[src/rtl/sd_init_pkg.sv]
package sd_init_pkg;

    typedef enum logic [3:0] {
        ST_OFF,
        ST_WAKE,
        ST_GO_IDLE,
        ST_IF_COND,
        ST_APP_POLL,
        ST_OP_COND,
        ST_ALL_CID,
        ST_SKIP_CID,
        ST_REL_ADDR,
        ST_SELECT,
        ST_APP_BUS,
        ST_BUS_WIDTH,
        ST_DONE,
        ST_FAIL
    } seq_state_t;

    localparam logic [5:0] IX_GO_IDLE   = 6'd0;
    localparam logic [5:0] IX_ALL_CID   = 6'd2;
    localparam logic [5:0] IX_REL_ADDR  = 6'd3;
    localparam logic [5:0] IX_BUS_WIDTH = 6'd6;
    localparam logic [5:0] IX_SELECT    = 6'd7;
    localparam logic [5:0] IX_IF_COND   = 6'd8;
    localparam logic [5:0] IX_OP_COND   = 6'd41;
    localparam logic [5:0] IX_APP       = 6'd55;

endpackage

[src/rtl/sd_init_fsm.sv]
module sd_init_fsm
    import sd_init_pkg::*;
(
    input  logic       clk,
    input  logic       rst_n,
    input  logic       start,
    input  logic       cmd_ack,
    input  logic       rsp_timeout,
    input  logic       rsp_ready,
    output seq_state_t state,
    output logic       gap
);

    seq_state_t state_nx;
    logic       adv;

    assign adv = cmd_ack && !gap;

    // state register
    always_ff @(posedge clk) begin
        if (!rst_n) begin
            state <= ST_OFF;
            gap   <= 1'b0;
        end else begin
            state <= state_nx;
            gap   <= adv;
        end
    end

    // transition logic
    always_comb begin
        state_nx = state;
        unique case (state)
            ST_OFF:       if (start) state_nx = ST_WAKE;
            ST_WAKE:      if (adv) state_nx = ST_GO_IDLE;
            ST_GO_IDLE:   if (adv) state_nx = ST_IF_COND;
            ST_IF_COND:   if (adv) state_nx = rsp_timeout ? ST_FAIL : ST_APP_POLL;
            ST_APP_POLL:  if (adv) state_nx = rsp_timeout ? ST_FAIL : ST_OP_COND;
            ST_OP_COND: begin
                if (adv) begin
                    if (rsp_timeout)    state_nx = ST_FAIL;
                    else if (rsp_ready) state_nx = ST_ALL_CID;
                    else                state_nx = ST_APP_POLL;
                end
            end
            ST_ALL_CID:   if (adv) state_nx = rsp_timeout ? ST_FAIL : ST_SKIP_CID;
            ST_SKIP_CID:  if (adv) state_nx = ST_REL_ADDR;
            ST_REL_ADDR:  if (adv) state_nx = rsp_timeout ? ST_FAIL : ST_SELECT;
            ST_SELECT:    if (adv) state_nx = rsp_timeout ? ST_FAIL : ST_APP_BUS;
            ST_APP_BUS:   if (adv) state_nx = rsp_timeout ? ST_FAIL : ST_BUS_WIDTH;
            ST_BUS_WIDTH: if (adv) state_nx = rsp_timeout ? ST_FAIL : ST_DONE;
            ST_DONE:      state_nx = ST_DONE;
            ST_FAIL:      state_nx = ST_FAIL;
            default:      state_nx = ST_OFF;
        endcase
    end

endmodule

[src/rtl/sd_init_rca.sv]
module sd_init_rca
    import sd_init_pkg::*;
#(
    parameter int RSP_W = 16
) (
    input  logic             clk,
    input  logic             rst_n,
    input  seq_state_t       state,
    input  logic             cmd_ack,
    input  logic             gap,
    input  logic             rsp_timeout,
    input  logic [RSP_W-1:0] rsp_hi,
    output logic [RSP_W-1:0] rca
);

    logic take;

    assign take = (state == ST_REL_ADDR) && cmd_ack && !gap && !rsp_timeout;

    always_ff @(posedge clk) begin
        if (!rst_n)    rca <= '0;
        else if (take) rca <= rsp_hi;
    end

endmodule

[src/rtl/sd_init_cmdmux.sv]
module sd_init_cmdmux
    import sd_init_pkg::*;
#(
    parameter int               IDX_W   = 6,
    parameter int               ARG_W   = 32,
    parameter int               RSP_W   = 16,
    parameter logic [ARG_W-1:0] ARG_IFC = 32'h0000_0122,
    parameter logic [ARG_W-1:0] ARG_OPC = 32'hC0FF_0000,
    parameter logic [ARG_W-1:0] ARG_BUS = 32'h0000_0002
) (
    input  seq_state_t       state,
    input  logic [RSP_W-1:0] rca,
    output logic             issue,
    output logic             idle,
    output logic [IDX_W-1:0] idx,
    output logic [ARG_W-1:0] arg
);

    localparam int LOW_W = ARG_W - RSP_W;

    logic [ARG_W-1:0] rca_arg;
    assign rca_arg = {rca, {LOW_W{1'b0}}};

    always_comb begin
        issue = 1'b1;
        idle  = 1'b0;
        idx   = '0;
        arg   = '0;
        unique case (state)
            ST_WAKE, ST_SKIP_CID: idle = 1'b1;
            ST_GO_IDLE:   begin idx = IDX_W'(IX_GO_IDLE);   arg = ARG_IFC; end
            ST_IF_COND:   begin idx = IDX_W'(IX_IF_COND);   arg = ARG_IFC; end
            ST_APP_POLL:  begin idx = IDX_W'(IX_APP);       arg = '0;      end
            ST_OP_COND:   begin idx = IDX_W'(IX_OP_COND);   arg = ARG_OPC; end
            ST_ALL_CID:   begin idx = IDX_W'(IX_ALL_CID);   arg = '0;      end
            ST_REL_ADDR:  begin idx = IDX_W'(IX_REL_ADDR);  arg = '0;      end
            ST_SELECT:    begin idx = IDX_W'(IX_SELECT);    arg = rca_arg; end
            ST_APP_BUS:   begin idx = IDX_W'(IX_APP);       arg = rca_arg; end
            ST_BUS_WIDTH: begin idx = IDX_W'(IX_BUS_WIDTH); arg = ARG_BUS; end
            ST_OFF, ST_DONE, ST_FAIL: issue = 1'b0;
            default: issue = 1'b0;
        endcase
    end

endmodule

[src/rtl/sd_init_seq.sv]
module sd_init_seq
    import sd_init_pkg::*;
#(
    parameter int               IDLE_CLKS = 256,
    parameter int               IDX_W     = 6,
    parameter int               ARG_W     = 32,
    parameter int               RSP_W     = 16,
    parameter logic [ARG_W-1:0] ARG_IFC   = 32'h0000_0122,
    parameter logic [ARG_W-1:0] ARG_OPC   = 32'hC0FF_0000,
    parameter logic [ARG_W-1:0] ARG_BUS   = 32'h0000_0002,
    localparam int              CNT_W     = $clog2(IDLE_CLKS + 1)
) (
    input  logic             clk,
    input  logic             rst_n,
    input  logic             start,
    output logic             cmd_req,
    output logic             cmd_idle,
    output logic [CNT_W-1:0] idle_len,
    output logic [IDX_W-1:0] cmd_idx,
    output logic [ARG_W-1:0] cmd_arg,
    input  logic             cmd_ack,
    input  logic [RSP_W-1:0] rsp_hi,
    input  logic             rsp_timeout,
    output logic             busy,
    output logic             done,
    output logic             error
);

    localparam int READY_BIT = RSP_W - 1;

    seq_state_t       state;
    logic             gap;
    logic             issue;
    logic [RSP_W-1:0] rca;

    sd_init_fsm u_fsm (
        .clk         (clk),
        .rst_n       (rst_n),
        .start       (start),
        .cmd_ack     (cmd_ack),
        .rsp_timeout (rsp_timeout),
        .rsp_ready   (rsp_hi[READY_BIT]),
        .state       (state),
        .gap         (gap)
    );

    sd_init_rca #(.RSP_W(RSP_W)) u_rca (
        .clk         (clk),
        .rst_n       (rst_n),
        .state       (state),
        .cmd_ack     (cmd_ack),
        .gap         (gap),
        .rsp_timeout (rsp_timeout),
        .rsp_hi      (rsp_hi),
        .rca         (rca)
    );

    sd_init_cmdmux #(
        .IDX_W   (IDX_W),
        .ARG_W   (ARG_W),
        .RSP_W   (RSP_W),
        .ARG_IFC (ARG_IFC),
        .ARG_OPC (ARG_OPC),
        .ARG_BUS (ARG_BUS)
    ) u_mux (
        .state (state),
        .rca   (rca),
        .issue (issue),
        .idle  (cmd_idle),
        .idx   (cmd_idx),
        .arg   (cmd_arg)
    );

    assign idle_len = CNT_W'(IDLE_CLKS);

    // output decode
    always_comb begin
        cmd_req = issue && !gap;
        done    = (state == ST_DONE);
        error   = (state == ST_FAIL);
        busy    = (state != ST_OFF) && (state != ST_DONE) && (state != ST_FAIL);
    end

endmodule

[config.mk]
export PLATFORM = sky130hd
export DESIGN_NAME = sd_init_seq
export DESIGN_NICKNAME = d
export VERILOG_FILES = /design/src/rtl/sd_init_pkg.sv /design/src/rtl/sd_init_fsm.sv /design/src/rtl/sd_init_rca.sv /design/src/rtl/sd_init_cmdmux.sv /design/src/rtl/sd_init_seq.sv
export SDC_FILE = /design/constraint.sdc
export NUM_CORES = 1
export LEC_CHECK = 0
export BUFFER_PORTS_ARGS = -buffer_cell sky130_fd_sc_hd__buf_2
export CAP_MARGIN = 20
export CELL_PAD_IN_SITES_DETAIL_PLACEMENT = 0
export CELL_PAD_IN_SITES_GLOBAL_PLACEMENT = 1
export CORE_ASPECT_RATIO = 0.5
export CORE_MARGIN = 4
export CORE_UTILIZATION = 34
export CTS_CLUSTER_DIAMETER = 120
export DETAILED_ROUTE_END_ITERATION = 12
export PLACE_DENSITY_LB_ADDON = 0.1
export SLEW_MARGIN = 20
export SYNTH_ARGS = -nofsm -noshare
export SYNTH_HDL_FRONTEND = slang
export SYNTH_SLANG_ARGS = --single-unit
[constraint.sdc]
create_clock -name clk -period 4.46 [get_ports clk]
set_clock_uncertainty 0.05 [all_clocks]
set_input_delay 0.446 -clock clk [delete_from_list [all_inputs] [get_ports clk]]
set_output_delay 0.446 -clock clk [all_outputs]
set_load 0.05 [all_outputs]
==> flow_summary.yaml, run 1 <==
power_and_ir_drop:
  ir_drop_v: 0.000268
  pwr_density_cell_nw_per_um2: 481
  leakage_nw: 0.832
drt:
  vias: 1292
  final_antenna_net_count: 0
  wire_per_inst_um: 12.0
  drt-pass1-iter-count: 4
  drt_iter0_markers: 33
  drt_wl_total_mm: 3.35
  drc: 0
  vias_per_cell: 4.63
floorplan:
  start_util_pct: 36.2
  ios: 73
  row_count: 16
  die-width_um: 100
  dieHeight_um: 54.1
  core_area_um2: 4000
  dieArea_um2: 5430
setup_path:
  rr_worst_depth: 4
  cp.buffers_inverters: 1
  worstPathCellList: "nand2b_1 > a21oi_2 > a21o_1 > buf_2"
  required_ns: 3.96
  crit_fanout: 20
  path_delay_family: "compound AO/OA/AOI/OAI gates"
  arrival_ns: 2.40
  cp.depth: 4
  path_class: "register to primary output"
  startpoint: "u_fsm.state[3]"
  start_kind: "register"
  max_stage_delay_ns: 0.73
  reg2reg_from: "u_fsm.state[3]"
  endpoint_kind: "primary output"
  crit_slowest_cell: "dfxtp_1"
logic_synthesis:
  synth.distinct_cells: 39
  yosysWarnings: 0
  ys_ff_latch: 21
  synth-seq-area-share_pct: 29.0
  netlist_instances: 188
  avgSynthCellArea_um2: 7.70
  synth_area_um2: 1450
place:
  routabilityCongestion: 0.739
  port_buffers: 50
  dpl.hpwl_mm: 2.38
  dp_slack_ns: 1.45
timing:
  period_minus_slack_ns: 2.90
  fin_tns_setup_ns: 0
  max_freq_mhz: 345
  setup_viol: 0
  hold_viol: 0
  slew_headroom_pct: 43.3
  rsz0062_at_grt: "no"
  worstMarginPinSlew_ns: 0.844
  slew_violations: 0
  setup_slack_ns: 1.56
  post-route-period-util_pct: 65.0
final_layout:
  final_nets: 247
  drive_above_1_share_pct: 27.1
  fillerInstances: 441
  area_growth_pct: 13.3
  antenna_cells: 0
grt:
  grt_pass1_wl_mm: 5.42
  grt_usage_pct: 12.7
  grt_max_degree: 24
  antenna_found_initial: 0
  overflow: 0
  grt_pass1_vias: 1179
run_status:
  status: "complete, no violations"
clocking:
  clk_latency_ns: 0.26
  clk_pin_slew_ns: 0.08
  cts_setup_buffers: 0
  clock_sinks: 21
  cts_tree: "built"
  clockRootBuffer: "clkbuf_8"
  clockBufferDepth: 2
  cts_made_buffers: 3
  ctsResizeCount: 0
  hold_buffers: 0
  cts_max_level: 1
worst_hold_path:
  hold_depth: 3
  hold_class: "input pin to register"
  worstHoldStart: "rsp_hi[5]"
flow_run:
  maxCapViolCount: 0
==> sequential cells by signal, indices dropped and copies added (netlist names) <==
register and count:
u_fsm.state 4, u_rca.rca 16, u_fsm.gap 1
==> cells in the mapped netlist, drive strengths merged <==
master,count,area share [%]
or4,1,0.78
o2111ai,2,1.2
nor3b,1,0.52
a21boi,16,8.3
nor2,6,1.6
nor2b,2,0.86
a32oi,1,0.61
a22oi,1,0.52
nor3,1,0.35
a21oi,8,2.8
conb,2,0.52
and3b,1,0.61
nand2,40,10
o211a,1,0.69
inv,1,0.26
o22ai,1,0.43
o21ai,3,1.0
o221a,1,0.78
o211ai,1,0.52
clkbuf,8,2.1
a21o,12,6.2
mux2,1,0.78
buf,29,15
or3,2,0.86
o31a,1,0.61
nand2b,7,3.0
dfxtp,21,29
nor4,2,1.9
mux2i,3,2.1
and2,7,3.0
o21a,2,1.0
or2,2,1.0
nand4,1,0.43
==> final cells by class <==
class / instances / area [um^2] / area share [%]
clock buffers: 3 / 41.3 / 2.52
clock inverters: 1 / 5.00 / 0.305
inverters: 1 / 3.75 / 0.229
multi-input cells: 149 / 852 / 51.9
flip-flops and latches: 21 / 420 / 25.6
well taps: 54 / 67.6 / 4.12
repair buffers: 50 / 250 / 15.3
==> worst min-delay path, stage by stage <==
cell	delay, ns
buf_2	0.10
nand2_1	0.04
a21boi_1	0.05
==> metal layers <==
layer,share of wire [%],vias up,routed length [um],global-route usage (%)
met2,45,47,1490,22.1
met4,0.81,0,27,3.36
li1,-,659,-,-
met5,0,-,0,0
met3,8.2,2,276,4.01
met1,46,584,1550,15.3
==> cells in the final DEF, fill, tap and decap left out, drive strengths merged, types with 2 or more instances in the layout <==
| master | count |
|---|---|
| a21o | 12 |
| o2111ai | 2 |
| o21a | 2 |
| mux2i | 3 |
| buf | 50 |
| or3 | 2 |
| nand2b | 7 |
| nor2b | 2 |
| nor2 | 6 |
| a21oi | 8 |
| or2 | 2 |
| dfxtp | 21 |
| a21boi | 16 |
| nand2 | 40 |
| clkbuf | 3 |
| conb | 22 |
| nor4 | 2 |
| and2 | 7 |
| o21ai | 3 |
==> where the power goes <==
group	total (W)	internal [W]	switching [W]
Clock	0.000126	0.0000622	0.0000640
Combinational	0.000416	0.000119	0.000297
Sequential	0.000247	0.000200	0.0000478
==> cell families after synthesis <==
logic type / count (synthesis) / share of synthesized area (%)
muxes: 4 / 2.85
DFF: 21 / 29.0
AOI/OAI and AO/OA: 50 / 24.7
buffers and inverters: 38 / 17.5
and+or+nand+nor: 73 / 25.3
other: 2 / 0.519
==> worst paths after layout <==
check	to	slack, ns
setup / recovery	cmd_arg[23]	1.56
hold / removal	u_rca.rca[5]	0.37
setup reg to reg	u_rca.rca[6]	2.15
hold reg to reg	u_rca.rca[13]	0.40
==> stage by stage <==
stage                     total power, W  hold WS (ns)  cell area, um^2  utilization [%]  std cells
after floorplan                 0.000625         0.376             1520                -        208
after global placement          0.000671         0.387             1590             39.7        275
final                           0.000789         0.370             1640             41.0        279
after detailed placement        0.000667         0.388             1590             39.7        275
after CTS                       0.000794         0.363             1640             40.9        279
after global routing            0.000838         0.367             1640             41.0        279
Note: power is estimated with default switching activity, not from simulation.
==> run 2: changes to the inputs <==
- ABC_AREA: unset -> 1
- CORE_UTILIZATION: 34 -> 30
- clock period: 4.46 -> 2.8 ns (I/O delays scaled with it)
==> run 2 against run 1 <==
Effect of this change: critical path type unchanged; sequential cell count did not move; global-route usage down 0.17 points; hold slack got worse by 0.13 ns; sequential share of layout area decreased by 0.74 points; first-iteration DRC count grew 45%.
==> flow_summary.yaml, run 2 <==
timing:
  max_freq_mhz: 450
  worstMarginPinSlew_ns: 0.668
  setup_viol: 0
  slew_violations: 0
  fin_tns_setup_ns: 0
  hold_viol: 0
  rsz0062_at_grt: "no"
  slew_headroom_pct: 55.2
  setup_slack_ns: 0.577
  period_minus_slack_ns: 2.22
  post-route-period-util_pct: 79.4
drt:
  drc: 0
  drt_iter0_markers: 48
  drt-pass1-iter-count: 5
  final_antenna_net_count: 0
  drt_wl_total_mm: 3.76
  vias_per_cell: 4.32
  wire_per_inst_um: 11.4
  vias: 1429
setup_path:
  required_ns: 2.47
  start_kind: "register"
  endpoint_kind: "primary output"
  arrival_ns: 1.89
  rr_worst_depth: 5
  path_class: "register to primary output"
  reg2reg_to: "u_rca.rca[15]"
  reg2reg_from: "u_fsm.state[0]"
  crit_fanout: 11
  r2r_slack_ns: 1.16
place:
  dpl.hpwl_mm: 2.90
  routabilityCongestion: 0.841
  port_buffers: 50
  place_inst: 327
  dp_slack_ns: 0.859
power_and_ir_drop:
  pwr-share-seq_pct: 23.1
  clockPowerShare_pct: 12.3
  ir_drop_v: 0.000377
  leakage_nw: 0.898
  p_sw_w: 0.000991
  comb_power_share_pct: 64.6
  switching_share_pct: 60.9
  p_int_w: 0.000636
  pwr_density_cell_nw_per_um2: 963
final_layout:
  regMostFlops: "u_rca.rca"
  top_regs: "u_rca.rca: 16 flops, u_fsm.state: 4 flops, u_fsm.gap: 1 flops"
  mostFrequentLayoutCell: "buf_2"
  antenna_cells: 0
  area_growth_pct: 17.6
  final_nets: 287
  final_cell_mix: "buf_2, nor2_1, nand2_1, nor3_1, conb_1"
  drive_above_1_share_pct: 27.9
  final_cell_count_no_fill: 331
  largest_register_ffs: 16
  fillerInstances: 525
floorplan:
  dieHeight_um: 56.9
  die-width_um: 106
  core_area_um2: 4510
  start_util_pct: 31.9
  dieArea_um2: 6030
  ios: 73
  row_count: 17
logic_synthesis:
  synth_top_area_share_pct: 29.3
  synth_top_area_cell: "dfxtp_1"
  synth_edf_count: 0
  synth.distinct_cells: 24
  synthTopCellsByCount: "nand2_1, nor2_1, buf_4, nor3_1, dfxtp_1"
  ys_ff_latch: 21
  yosysWarnings: 0
  ys.flop_type: "dfxtp_1"
  synth.top_cells.by_area: "dfxtp_1, buf_4, nand2_1"
  synth-seq-area-share_pct: 29.3
  netlist_instances: 220
  avgSynthCellArea_um2: 6.53
  ys_async_sr_fraction_pct: 0
  synth_area_um2: 1440
run_status:
  status: "complete, no violations"
clocking:
  cts_max_level: 1
  clock_sinks: 21
  cts_setup_buffers: 0
  ctsResizeCount: 0
  clockRootBuffer: "clkbuf_8"
  cts_tree: "built"
  clockBufferDepth: 2
  clk_latency_ns: 0.26
  hold_buffers: 0
  clk_pin_slew_ns: 0.08
  cts_made_buffers: 3
grt:
  grt_pass1_wl_mm: 6.20
  grt_max_degree: 19
  grt_usage_pct: 12.5
  overflow: 0
  antenna_found_initial: 0
  grt_pass1_vias: 1343
worst_hold_path:
  hold_depth: 3
  hold_class: "input pin to register"
  worstHoldStart: "rst_n"
  min_to: "u_fsm.state[3]"
flow_run:
  maxCapViolCount: 0
-- run 2: cell types whose count changed after synthesis, moves of 7 or more --
cell / before / now
and2_1: 7 / 0
nor2_1: 6 / 35
nand2b_1: 7 / 0
nor3_1: 1 / 23
nand3_1: 0 / 15
a21boi_1: 10 / 0
nor3_2: 0 / 9
inv_1: 1 / 20
a21o_1: 12 / 0
-- run 2: power by group through the flow --
stage,registers (W),clock network (W),logic [W]
2_1_floorplan,0.000374,0,0.000875
3_3_place_gp,0.000381,0,0.00106
3_5_place_dp,0.000382,0,0.00106
4_1_cts,0.000375,0.000210,0.00106
5_1_grt,0.000383,0.000217,0.00113
6_report,0.000376,0.000200,0.00105
-- run 2: cells by family after synthesis --
group | after synthesis | synth area share (%)
other | 2 | 0.523
and+or+nand+nor | 123 | 42.2
DFF | 21 | 29.3
buffers and inverters | 55 | 21.1
AOI/OAI and AO/OA | 19 | 6.88
-- run 2: metal layers --
metal / vias to the layer above / track usage (%) / part of all wire (%)
met5: - / 0 / 0
met4: 0 / 2.21 / 0.72
met3: 2 / 3.62 / 7.2
met2: 52 / 22.5 / 45
met1: 631 / 15.3 / 47
li1: 744 / - / -
-- run 2: worst max path at each step --
stage,startpoint,to,slack [ns],depth (start not counted)
3_3_place_gp,u_fsm.state[3],cmd_arg[29],0.84,8
5_1_grt,u_fsm.state[3],cmd_arg[26],0.38,8
6_report,u_fsm.state[3],cmd_arg[29],0.58,8
2_1_floorplan,u_fsm.state[2],cmd_idx[1],0.64,4
4_1_cts,u_fsm.state[3],cmd_arg[29],0.55,8
3_5_place_dp,u_fsm.state[3],cmd_arg[29],0.86,8
-- run 2: layout make-up --
type / count / area (um^2) / area share, %
Inverter: 25 / 93.8 / 5.56
Multi-Input combinational cell: 164 / 788 / 46.7
Timing Repair Buffer: 51 / 258 / 15.3
Sequential cell: 21 / 420 / 24.9
Tap cell: 66 / 82.6 / 4.89
Clock inverter: 1 / 5.00 / 0.296
Clock buffer: 3 / 41.3 / 2.44
-- run 2: worst max-delay path: stages, from the launching register on --
cell and delay [ns]:
dfxtp_1 0.39, inv_2 0.08, nor2_4 0.14, inv_1 0.13
nor2_1 0.11, buf_4 0.18, nand2_1 0.17, nor2_1 0.15
buf_2 0.28
-- run 2: metrics by stage --
step / hold slack, ns / util [%] / cell area (um^2) / total power (W)
2_1_floorplan: 0.368 / - / 1510 / 0.00125
3_3_place_gp: 0.425 / 36.4 / 1640 / 0.00145
3_5_place_dp: 0.429 / 36.4 / 1640 / 0.00144
4_1_cts: 0.237 / 37.5 / 1690 / 0.00165
5_1_grt: 0.244 / 37.5 / 1690 / 0.00173
6_report: 0.243 / 37.5 / 1690 / 0.00163
==> run 3: changes to the inputs <==
- CORE_UTILIZATION: 30 -> 27
- clock period: 2.8 -> 2 ns (I/O delays scaled with it)
==> run 3 against run 2 <==
Effect of this change: global-route usage hardly changed; die area up 9.9%; sequential power rose by 41%; critical path depth unchanged; largest power group unchanged; first-iteration DRC count up 42%; utilization down 1.7 points; combinational power rose by 50%; sequential share of layout area fell by 1.3 points; critical endpoint is now cmd_arg[31]; worst setup slack worse by 0.48 ns.
==> flow_summary.yaml, run 3 (same netlist as run 2, synthesis figures left out) <==
final_layout:
  fillerInstances: 589
  antenna_cells: 0
  final_cell_area_um2: 1790
  regMostFlops: "u_rca.rca"
  final_cell_mix: "buf_2, nand2_1, nor2_1, nor3_1, conb_1"
  drive_above_1_share_pct: 32.0
  largest_register_ffs: 16
  final_nets: 294
  fin_util_pct: 35.7
  mostFrequentLayoutCell: "buf_2"
  top_regs: "u_rca.rca: 16 flops, u_fsm.state: 4 flops, u_fsm.gap: 1 flops"
  area_growth_pct: 24.9
clocking:
  clk_latency_ns: 0.26
  clockRootBuffer: "clkbuf_8"
  cts_made_buffers: 3
  clock_sinks: 21
  cts_tree: "built"
  clk_pin_slew_ns: 0.08
  cts_max_level: 1
  clockBufferDepth: 2
setup_path:
  crit_slowest_cell: "dfxtp_2"
  cp.depth: 8
  required_ns: 1.75
  cp.buffers_inverters: 4
  arrival_ns: 1.65
  max_stage_delay_ns: 0.37
  rr_worst_depth: 8
  path_delay_family: "buffers and inverters"
  cp_common_cell: "nor2_4"
  crit_fanout: 5
  worstPathCellList: "inv_2 > nor2_4 > inv_1 > nor2_4 > buf_4 > nand3_1 > nand2_1 > buf_2"
  start_kind: "register"
  endpoint_kind: "primary output"
  path_class: "register to primary output"
place:
  dpl.hpwl_mm: 3.14
  routabilityCongestion: 0.831
  dpl_cell_area_um2: 1690
  port_buffers: 50
floorplan:
  row_count: 18
  core_area_um2: 5020
  start_util_pct: 28.6
  ios: 73
  die-width_um: 111
  dieArea_um2: 6620
  dieHeight_um: 59.6
power_and_ir_drop:
  finalPower_w: 0.00239
  ir_drop_v: 0.000570
  pwr_density_cell_nw_per_um2: 1330
  leakage_nw: 0.927
drt:
  final_antenna_net_count: 0
  wire_per_inst_um: 11.9
  vias_per_cell: 4.39
  drt_iter0_markers: 68
  drt_wl_total_mm: 4.09
  drc: 0
  drt-pass1-iter-count: 3
  vias: 1500
grt:
  grt_usage_pct: 12.5
  antenna_found_initial: 0
  overflow: 0
  grt_max_degree: 18
  grt_pass1_wl_mm: 6.81
  grt_pass1_vias: 1467
worst_hold_path:
  hold_depth: 3
  hold_class: "input pin to register"
flow_run:
  maxCapViolCount: 0
timing:
  max_freq_mhz: 526
  period_minus_slack_ns: 1.90
  post-route-period-util_pct: 95.0
  hold_viol: 0
  rsz0062_at_grt: "no"
  slew_violations: 0
  setup_viol: 0
run_status:
  status: "complete, no violations"
[run 3: cell count changes in the layout (fill, tap and decap cells not counted), sizes merged]
cell,delta
buf,+2
clkbuf,+5
[run 3: timing repair]
action,CTS,global route
setup endpoints to repair,13,17
resized for setup,3,24
setup buffers,0,0
pin swaps,0,1
hold buffers,0,0
cloned,0,1
[run 3: worst paths after layout]
path,startpoint,end,slack [ns]
worst max-delay path,u_fsm.state[3],cmd_arg[31],0.1
worst min-delay path,rst_n,u_fsm.state[3],0.16
worst max register to register,u_fsm.state[2],u_fsm.state[0],0.52
worst min register to register,u_rca.rca[9],u_rca.rca[9],0.44
[run 3: report_power, final]
group / internal [W] / total [W] / switching (W)
Combinational: 0.000354 / 0.00157 / 0.00122
Sequential: 0.000463 / 0.000532 / 0.0000695
Clock: 0.000139 / 0.000285 / 0.000146
Total: 0.000956 / 0.00239 / 0.00143
[run 3: area by class of cell]
class	count	area (um^2)	area share, %
multi-input cells	164	803	44.8
flip-flops and latches	21	423	23.6
repair buffers	58	340	19.0
inverters	25	93.8	5.23
well taps	70	87.6	4.88
clock buffers	3	41.3	2.30
clock inverters	1	5.00	0.279
[run 3: worst reg2reg max path, stage by stage, from the launching register on]
cell	delay [ns]
dfxtp_1	0.48
nor2_1	0.10
buf_4	0.15
nand2_1	0.11
inv_1	0.06
nand2_1	0.11
nand2_2	0.11
o21ai_1	0.14
a21oi_1	0.05
[run 3: through the flow]
step	TNS (ns)	std cells	setup slack (ns)	hold WS [ns]
2_1_floorplan	-0.0184	240	-0.00920	0.288
3_3_place_gp	0	337	0.264	0.429
3_5_place_dp	0	337	0.220	0.429
4_1_cts	0	341	0.0194	0.159
5_1_grt	0	342	0.00876	0.157
6_report	0	342	0.0993	0.158
[run 3: metal layers]
layer | vias up | share of wire (%) | routed length, um | track usage [%]
met3 | 2 | 6.3 | 259 | 3.57
met2 | 44 | 45 | 1830 | 21.6
li1 | 759 | - | - | -
met4 | 0 | 0.66 | 27 | 2.08
met5 | - | 0 | 0 | 0
met1 | 695 | 48 | 1970 | 16.0
